==> src/rtl/vpfx_pkg.sv <==
package vpfx_pkg;

  localparam int BYTE_W     = 8;
  localparam int STREAM_MAX = 5;
  localparam int IDX_W      = $clog2(STREAM_MAX + 1);

  localparam logic [IDX_W-1:0]  LONG_N   = IDX_W'(5);
  localparam logic [IDX_W-1:0]  SHORT_N  = IDX_W'(4);
  localparam logic [BYTE_W-1:0] LEAD_LONG  = 8'hC4;
  localparam logic [BYTE_W-1:0] LEAD_SHORT = 8'hC5;

  typedef logic [STREAM_MAX-1:0][BYTE_W-1:0] stream_t;

  typedef struct packed {
    logic              w;
    logic              ext_r;
    logic              ext_x;
    logic              ext_b;
    logic [1:0]        map;
    logic [3:0]        vreg;
    logic              vlen;
    logic [1:0]        pp;
    logic [BYTE_W-1:0] opc;
    logic [BYTE_W-1:0] modrm;
  } fields_t;

  function automatic logic [4:0] map_code(input logic [1:0] m);
    case (m)
      2'd0:    return 5'b00001;
      2'd1:    return 5'b00010;
      2'd2:    return 5'b00011;
      default: return 5'b00000;
    endcase
  endfunction

  function automatic logic map_legal(input logic [1:0] m);
    return m != 2'd3;
  endfunction

  function automatic logic [BYTE_W-1:0] long_p1(input fields_t f);
    return {~f.ext_r, ~f.ext_x, ~f.ext_b, map_code(f.map)};
  endfunction

  function automatic logic [BYTE_W-1:0] long_p2(input fields_t f);
    return {f.w, ~f.vreg, f.vlen, f.pp};
  endfunction

  function automatic logic [BYTE_W-1:0] short_p1(input fields_t f);
    return {~f.ext_r, ~f.vreg, f.vlen, f.pp};
  endfunction

endpackage

==> src/rtl/vpfx_form_select.sv <==
module vpfx_form_select (
  input  logic       w,
  input  logic       ext_x,
  input  logic       ext_b,
  input  logic [1:0] map,
  input  logic       force_long,
  output logic       use_long,
  output logic       map_ok
);
  import vpfx_pkg::*;

  logic needs_long;

  assign map_ok     = map_legal(map);
  assign needs_long = w | ext_x | ext_b | (map != 2'd0);
  assign use_long   = needs_long | force_long;

endmodule

==> src/rtl/vpfx_packer.sv <==
module vpfx_packer (
  input  vpfx_pkg::fields_t                 f,
  input  logic                              use_long,
  output vpfx_pkg::stream_t                 slots,
  output logic [vpfx_pkg::IDX_W-1:0]        nbytes
);
  import vpfx_pkg::*;

  stream_t long_s;
  stream_t short_s;

  assign long_s  = {f.modrm, f.opc, long_p2(f), long_p1(f), LEAD_LONG};
  assign short_s = {8'h00, f.modrm, f.opc, short_p1(f), LEAD_SHORT};

  for (genvar i = 0; i < STREAM_MAX; i++) begin : g_slot
    assign slots[i] = use_long ? long_s[i] : short_s[i];
  end

  assign nbytes = use_long ? LONG_N : SHORT_N;

endmodule

==> src/rtl/vpfx_serializer.sv <==
module vpfx_serializer (
  input  logic                                clk,
  input  logic                                rst_n,
  input  logic                                load,
  input  vpfx_pkg::stream_t                   load_bytes,
  input  logic [vpfx_pkg::IDX_W-1:0]          load_n,
  input  logic                                load_long,
  output logic                                busy,
  output logic                                first_beat,
  output logic                                out_valid,
  input  logic                                out_ready,
  output logic [vpfx_pkg::BYTE_W-1:0]         out_byte,
  output logic                                out_last,
  output logic [1:0]                          pfx_len
);
  import vpfx_pkg::*;

  localparam logic [IDX_W-1:0] IDX_ONE = IDX_W'(1);

  stream_t          buf_q;
  logic [IDX_W-1:0] idx_q;
  logic [IDX_W-1:0] cnt_q;
  logic             long_q;
  logic             final_beat;

  always_ff @(posedge clk) begin
    if (!rst_n) begin
      busy   <= 1'b0;
      idx_q  <= '0;
      cnt_q  <= '0;
      long_q <= 1'b0;
      buf_q  <= '0;
    end else if (load) begin
      busy   <= 1'b1;
      idx_q  <= '0;
      cnt_q  <= load_n;
      long_q <= load_long;
      buf_q  <= load_bytes;
    end else if (busy && out_ready) begin
      if (final_beat) busy <= 1'b0;
      idx_q <= idx_q + IDX_ONE;
    end
  end

  function automatic logic [BYTE_W-1:0] pick(input stream_t s, input logic [IDX_W-1:0] i);
    logic [BYTE_W-1:0] r;
    r = '0;
    for (int k = 0; k < STREAM_MAX; k++)
      if (i == IDX_W'(k)) r = s[k];
    return r;
  endfunction

  assign final_beat = busy && (idx_q == cnt_q - IDX_ONE);
  assign first_beat = busy && (idx_q == '0);
  assign out_valid  = busy;
  assign out_byte   = pick(buf_q, idx_q);
  assign out_last   = final_beat;
  assign pfx_len    = busy ? (long_q ? 2'd3 : 2'd2) : 2'd0;


  stall_hold_chk: assert property (@(posedge clk) disable iff (!rst_n)
    (busy && !out_ready) |=> (busy && $stable(out_byte) && $stable(out_last) && $stable(pfx_len)));


  last_final_chk: assert property (@(posedge clk) disable iff (!rst_n)
    (out_valid && out_ready && out_last) |=> !out_valid);


  len_legal_chk: assert property (@(posedge clk) disable iff (!rst_n)
    out_valid |-> (pfx_len == 2'd2 || pfx_len == 2'd3));

endmodule

==> src/rtl/vpfx_encoder.sv <==
module vpfx_encoder (
  input  logic       clk,
  input  logic       rst_n,
  input  logic       req_valid,
  output logic       req_ready,
  input  logic       req_w,
  input  logic       req_r,
  input  logic       req_x,
  input  logic       req_b,
  input  logic [1:0] req_map,
  input  logic [3:0] req_vreg,
  input  logic       req_vlen,
  input  logic [1:0] req_pp,
  input  logic [7:0] req_opc,
  input  logic [7:0] req_modrm,
  input  logic       force_long,
  output logic       out_valid,
  input  logic       out_ready,
  output logic [7:0] out_byte,
  output logic       out_last,
  output logic [1:0] pfx_len,
  output logic       err
);
  import vpfx_pkg::*;

  fields_t          f;
  logic             use_long;
  logic             map_ok;
  stream_t          slots;
  logic [IDX_W-1:0] nbytes;
  logic             busy;
  logic             first_beat;
  logic             accept;
  logic             load;
  logic             reject;

  assign f = '{w: req_w, ext_r: req_r, ext_x: req_x, ext_b: req_b, map: req_map,
               vreg: req_vreg, vlen: req_vlen, pp: req_pp, opc: req_opc, modrm: req_modrm};

  vpfx_form_select sel_i (
    .w(req_w), .ext_x(req_x), .ext_b(req_b), .map(req_map),
    .force_long(force_long), .use_long(use_long), .map_ok(map_ok)
  );

  vpfx_packer pack_i (
    .f(f), .use_long(use_long), .slots(slots), .nbytes(nbytes)
  );

  assign req_ready = !busy;
  assign accept    = req_valid && req_ready;
  assign load      = accept && map_ok;
  assign reject    = accept && !map_ok;

  vpfx_serializer ser_i (
    .clk(clk), .rst_n(rst_n), .load(load), .load_bytes(slots), .load_n(nbytes),
    .load_long(use_long), .busy(busy), .first_beat(first_beat),
    .out_valid(out_valid), .out_ready(out_ready), .out_byte(out_byte),
    .out_last(out_last), .pfx_len(pfx_len)
  );

  always_ff @(posedge clk) begin
    if (!rst_n) err <= 1'b0;
    else        err <= reject;
  end


  no_accept_busy_chk: assert property (@(posedge clk) disable iff (!rst_n)
    out_valid |-> !req_ready);


  reject_silent_chk: assert property (@(posedge clk) disable iff (!rst_n)
    reject |=> (err && !out_valid && req_ready));


  leader_match_chk: assert property (@(posedge clk) disable iff (!rst_n)
    first_beat |-> (out_byte == ((pfx_len == 2'd3) ? LEAD_LONG : LEAD_SHORT)));


  force_long_chk: assert property (@(posedge clk) disable iff (!rst_n)
    (load && force_long) |=> (pfx_len == 2'd3));


  load_starts_chk: assert property (@(posedge clk) disable iff (!rst_n)
    load |=> (out_valid && first_beat));

endmodule

==> config.mk <==
export PLATFORM = sky130hd
export DESIGN_NAME = vpfx_encoder
export DESIGN_NICKNAME = d
export VERILOG_FILES = /design/src/rtl/vpfx_pkg.sv /design/src/rtl/vpfx_form_select.sv /design/src/rtl/vpfx_packer.sv /design/src/rtl/vpfx_serializer.sv /design/src/rtl/vpfx_encoder.sv
export SDC_FILE = /design/constraint.sdc
export NUM_CORES = 1
export LEC_CHECK = 0
export ABC_AREA = 1
export BUFFER_PORTS_ARGS = -buffer_cell sky130_fd_sc_hd__buf_2
export CAP_MARGIN = 15
export CORE_ASPECT_RATIO = 0.5
export CORE_MARGIN = 1.5
export CORE_UTILIZATION = 35
export CTS_CLUSTER_SIZE = 14
export DETAILED_ROUTE_END_ITERATION = 10
export PLACE_DENSITY = 0.63
export SETUP_SLACK_MARGIN = 0.4
export SYNTH_ARGS = -nofsm -noshare
export SYNTH_HDL_FRONTEND = slang
export SYNTH_HIERARCHICAL = 1
export SYNTH_SLANG_ARGS = --single-unit
==> constraint.sdc <==
create_clock -name clk -period 2.4 [get_ports clk]
set_input_delay 0.48 -clock clk [delete_from_list [all_inputs] [get_ports clk]]
set_output_delay 0.48 -clock clk [all_outputs]
set_load 0.1 [all_outputs]
==> results.sh <==
export IMPL_outcome="completed"
export IMPL_numPortBuffers=47
export IMPL_swShare=0.336
export IMPL_finalSetupTns_ps=0
export IMPL_r2r_slack_ps=920
export IMPL_grt_pass1_vias=2547
export IMPL_place_ws_ps=343
export IMPL_synthCells=441
export IMPL_die_x_um=130
export IMPL_wire_per_inst_um=12.9
export IMPL_rr_worst_depth=7
export IMPL_dpl_hpwl_um=5390
export IMPL_setup_violations=0
export IMPL_drc_errors=0
export IMPL_cts_buffers=5
export IMPL_cp_required_ps=1920
export IMPL_clkLatencyLatePin_ps=290
export IMPL_setup_slack_ps=107
export IMPL_area_delta_synth_final_pct=31.7
export IMPL_htree_levels=2
export IMPL_critPathLaunchType="register"
export IMPL_io_pins=48
export IMPL_drive_gt1_frac=0.286
export IMPL_grt_ovfl_total=0
export IMPL_final_area_mm2=0.00372
export IMPL_fin_crit_sh=0.956
export IMPL_r2r_start="ser_i/busy"
export IMPL_yosys_warnings=6
export IMPL_critical_path_class="register to output pin"
export IMPL_cts_root_buf="clkbuf_16"
export IMPL_power_switching_mw=0.841
export IMPL_core_area_mm2=0.00757
export IMPL_timing_fmax_ghz=0.436
export IMPL_first_pass_iters=4
export IMPL_r2r_end="ser_i/idx_q[1]"
export IMPL_dieArea_mm2=0.00864
export IMPL_seq_power_share=0.372
export IMPL_maxSlewViolCount=0
export IMPL_gp_congestion=0.854
export IMPL_drt_iter0_markers=128
export IMPL_cts_tree="done"
export IMPL_placedCellCount=577
export IMPL_clk_pin_slew_ps=60
export IMPL_placed_cell_area_mm2=0.00336
export IMPL_min_delay_start="req_valid"
export IMPL_cts_sinks=49
export IMPL_drt_vias_per_instance=4.64
export IMPL_num_vias=2744
export IMPL_rsz0062_at_grt="true"
export IMPL_whs_path_depth=3
export IMPL_p_leak_nw=1.80
export IMPL_power_density_mw_per_mm2=673
export IMPL_drtAntennaViolNets=0
export IMPL_nets=525
export IMPL_grt_pass1_wl_um=12700
export IMPL_syn_area_mm2=0.00282
export IMPL_drt_wl_total_um=7610
export IMPL_cp_end_kind="output pin"
export IMPL_combPwrFrac=0.296
export IMPL_final_cells=591
export IMPL_crit_fanout=8
export IMPL_syn_avg_cell_area_um2=6.40
export IMPL_clkPwrFrac=0.332
export IMPL_irDropWorstVdd_mv=0.364
export IMPL_antenna_cells=0
export IMPL_internal_power_mw=1.66
export IMPL_grt_total_usage=0.191
export IMPL_antenna_found_initial=0
export IMPL_fin_util=0.491
export IMPL_worstHoldPathType="primary input to register"
export IMPL_die_h_um=66.5
export IMPL_worstPathArrival_ps=1810
export IMPL_worst_hold_slack_ps=447
export IMPL_finalClockSkew_ps=7.20
export IMPL_start_util=0.373
export IMPL_clk_path_buf_depth=2
export IMPL_drv_cap=0
export IMPL_period_minus_slack_ps=2290
export IMPL_total_power_mw=2.50
export IMPL_grt_max_degree=33
export IMPL_hold_viol=0
export IMPL_fillers=753
export IMPL_hold_path_endpoint="err"
export IMPL_num_rows=22
-- repair_timing --
item,in CTS,in global routing
endpoints found under the setup margin,9,9
pin swaps,21,11
hold buffers,0,0
buffers inserted,4,2
gates resized for setup,24,8
-- cells in the final DEF, fill, tap and decap left out, types with 6 or more instances in the layout --
cell type  count
dfxtp_1       44
o21ai_0       53
inv_1         35
nand3_1        8
inv_2          7
conb_1         9
buf_4         13
nand2_1       82
or2_2          6
nand3_2       16
buf_12         9
buf_2         38
a21oi_1        7
a21oi_4        8
nor2_1        98
-- power by group through the flow --
stage               clock (mW)  combinational (mW)  sequential, mW
finish                   0.831               0.739           0.929
global route             0.878               0.793           0.936
floorplan                    0               0.504           0.929
global placement             0               0.694           0.944
detailed placement           0               0.698           0.942
CTS                      0.847               0.725           0.927
-- flip-flops by register name, indices dropped and copies added, names as in the netlist --
register      count
ser_i/cnt_q       3
ser_i/buf_q      40
ser_i/busy        1
err               1
ser_i/long_q      1
ser_i/idx_q       3
-- metal layers --
layer,vias up,share of wire,global-route usage
li1,1429,-,-
met1,1264,0.54,0.280
met2,45,0.41,0.284
met3,6,0.042,0.0410
met4,0,0.0072,0.0444
met5,-,0,0
-- critical path, cell delays in order, from the launching register on --
cell     delay [ps]
dfxtp_2         360
inv_4            90
ha_4            140
inv_2            40
nor2_4          210
nand3_2         110
nand3_2         100
nand3_2         100
a21oi_4         180
buf_12          190
-- final cells by class --
type / count / area (um^2) / area share
clock inverter: 2 / 37.5 / 0.0101
timing repair buffer: 60 / 468 / 0.126
inverter: 46 / 188 / 0.0505
multi-input combinational: 320 / 1760 / 0.473
sequential: 49 / 990 / 0.266
tap: 108 / 135 / 0.0364
clock buffer: 6 / 139 / 0.0374
-- worst max-delay path by stage --
stage	startpoint	end	slack, ps
final	ser_i/idx_q[1]	out_byte[5]	110
after global routing	ser_i/idx_q[1]	out_byte[0]	6
after CTS	ser_i/idx_q[0]	out_byte[4]	130
after detailed placement	ser_i/idx_q[0]	out_byte[6]	340
after global placement	ser_i/cnt_q[0]	out_last	350
after floorplan	ser_i/idx_q[0]	out_byte[5]	300
(Power assumes the default switching activity.)
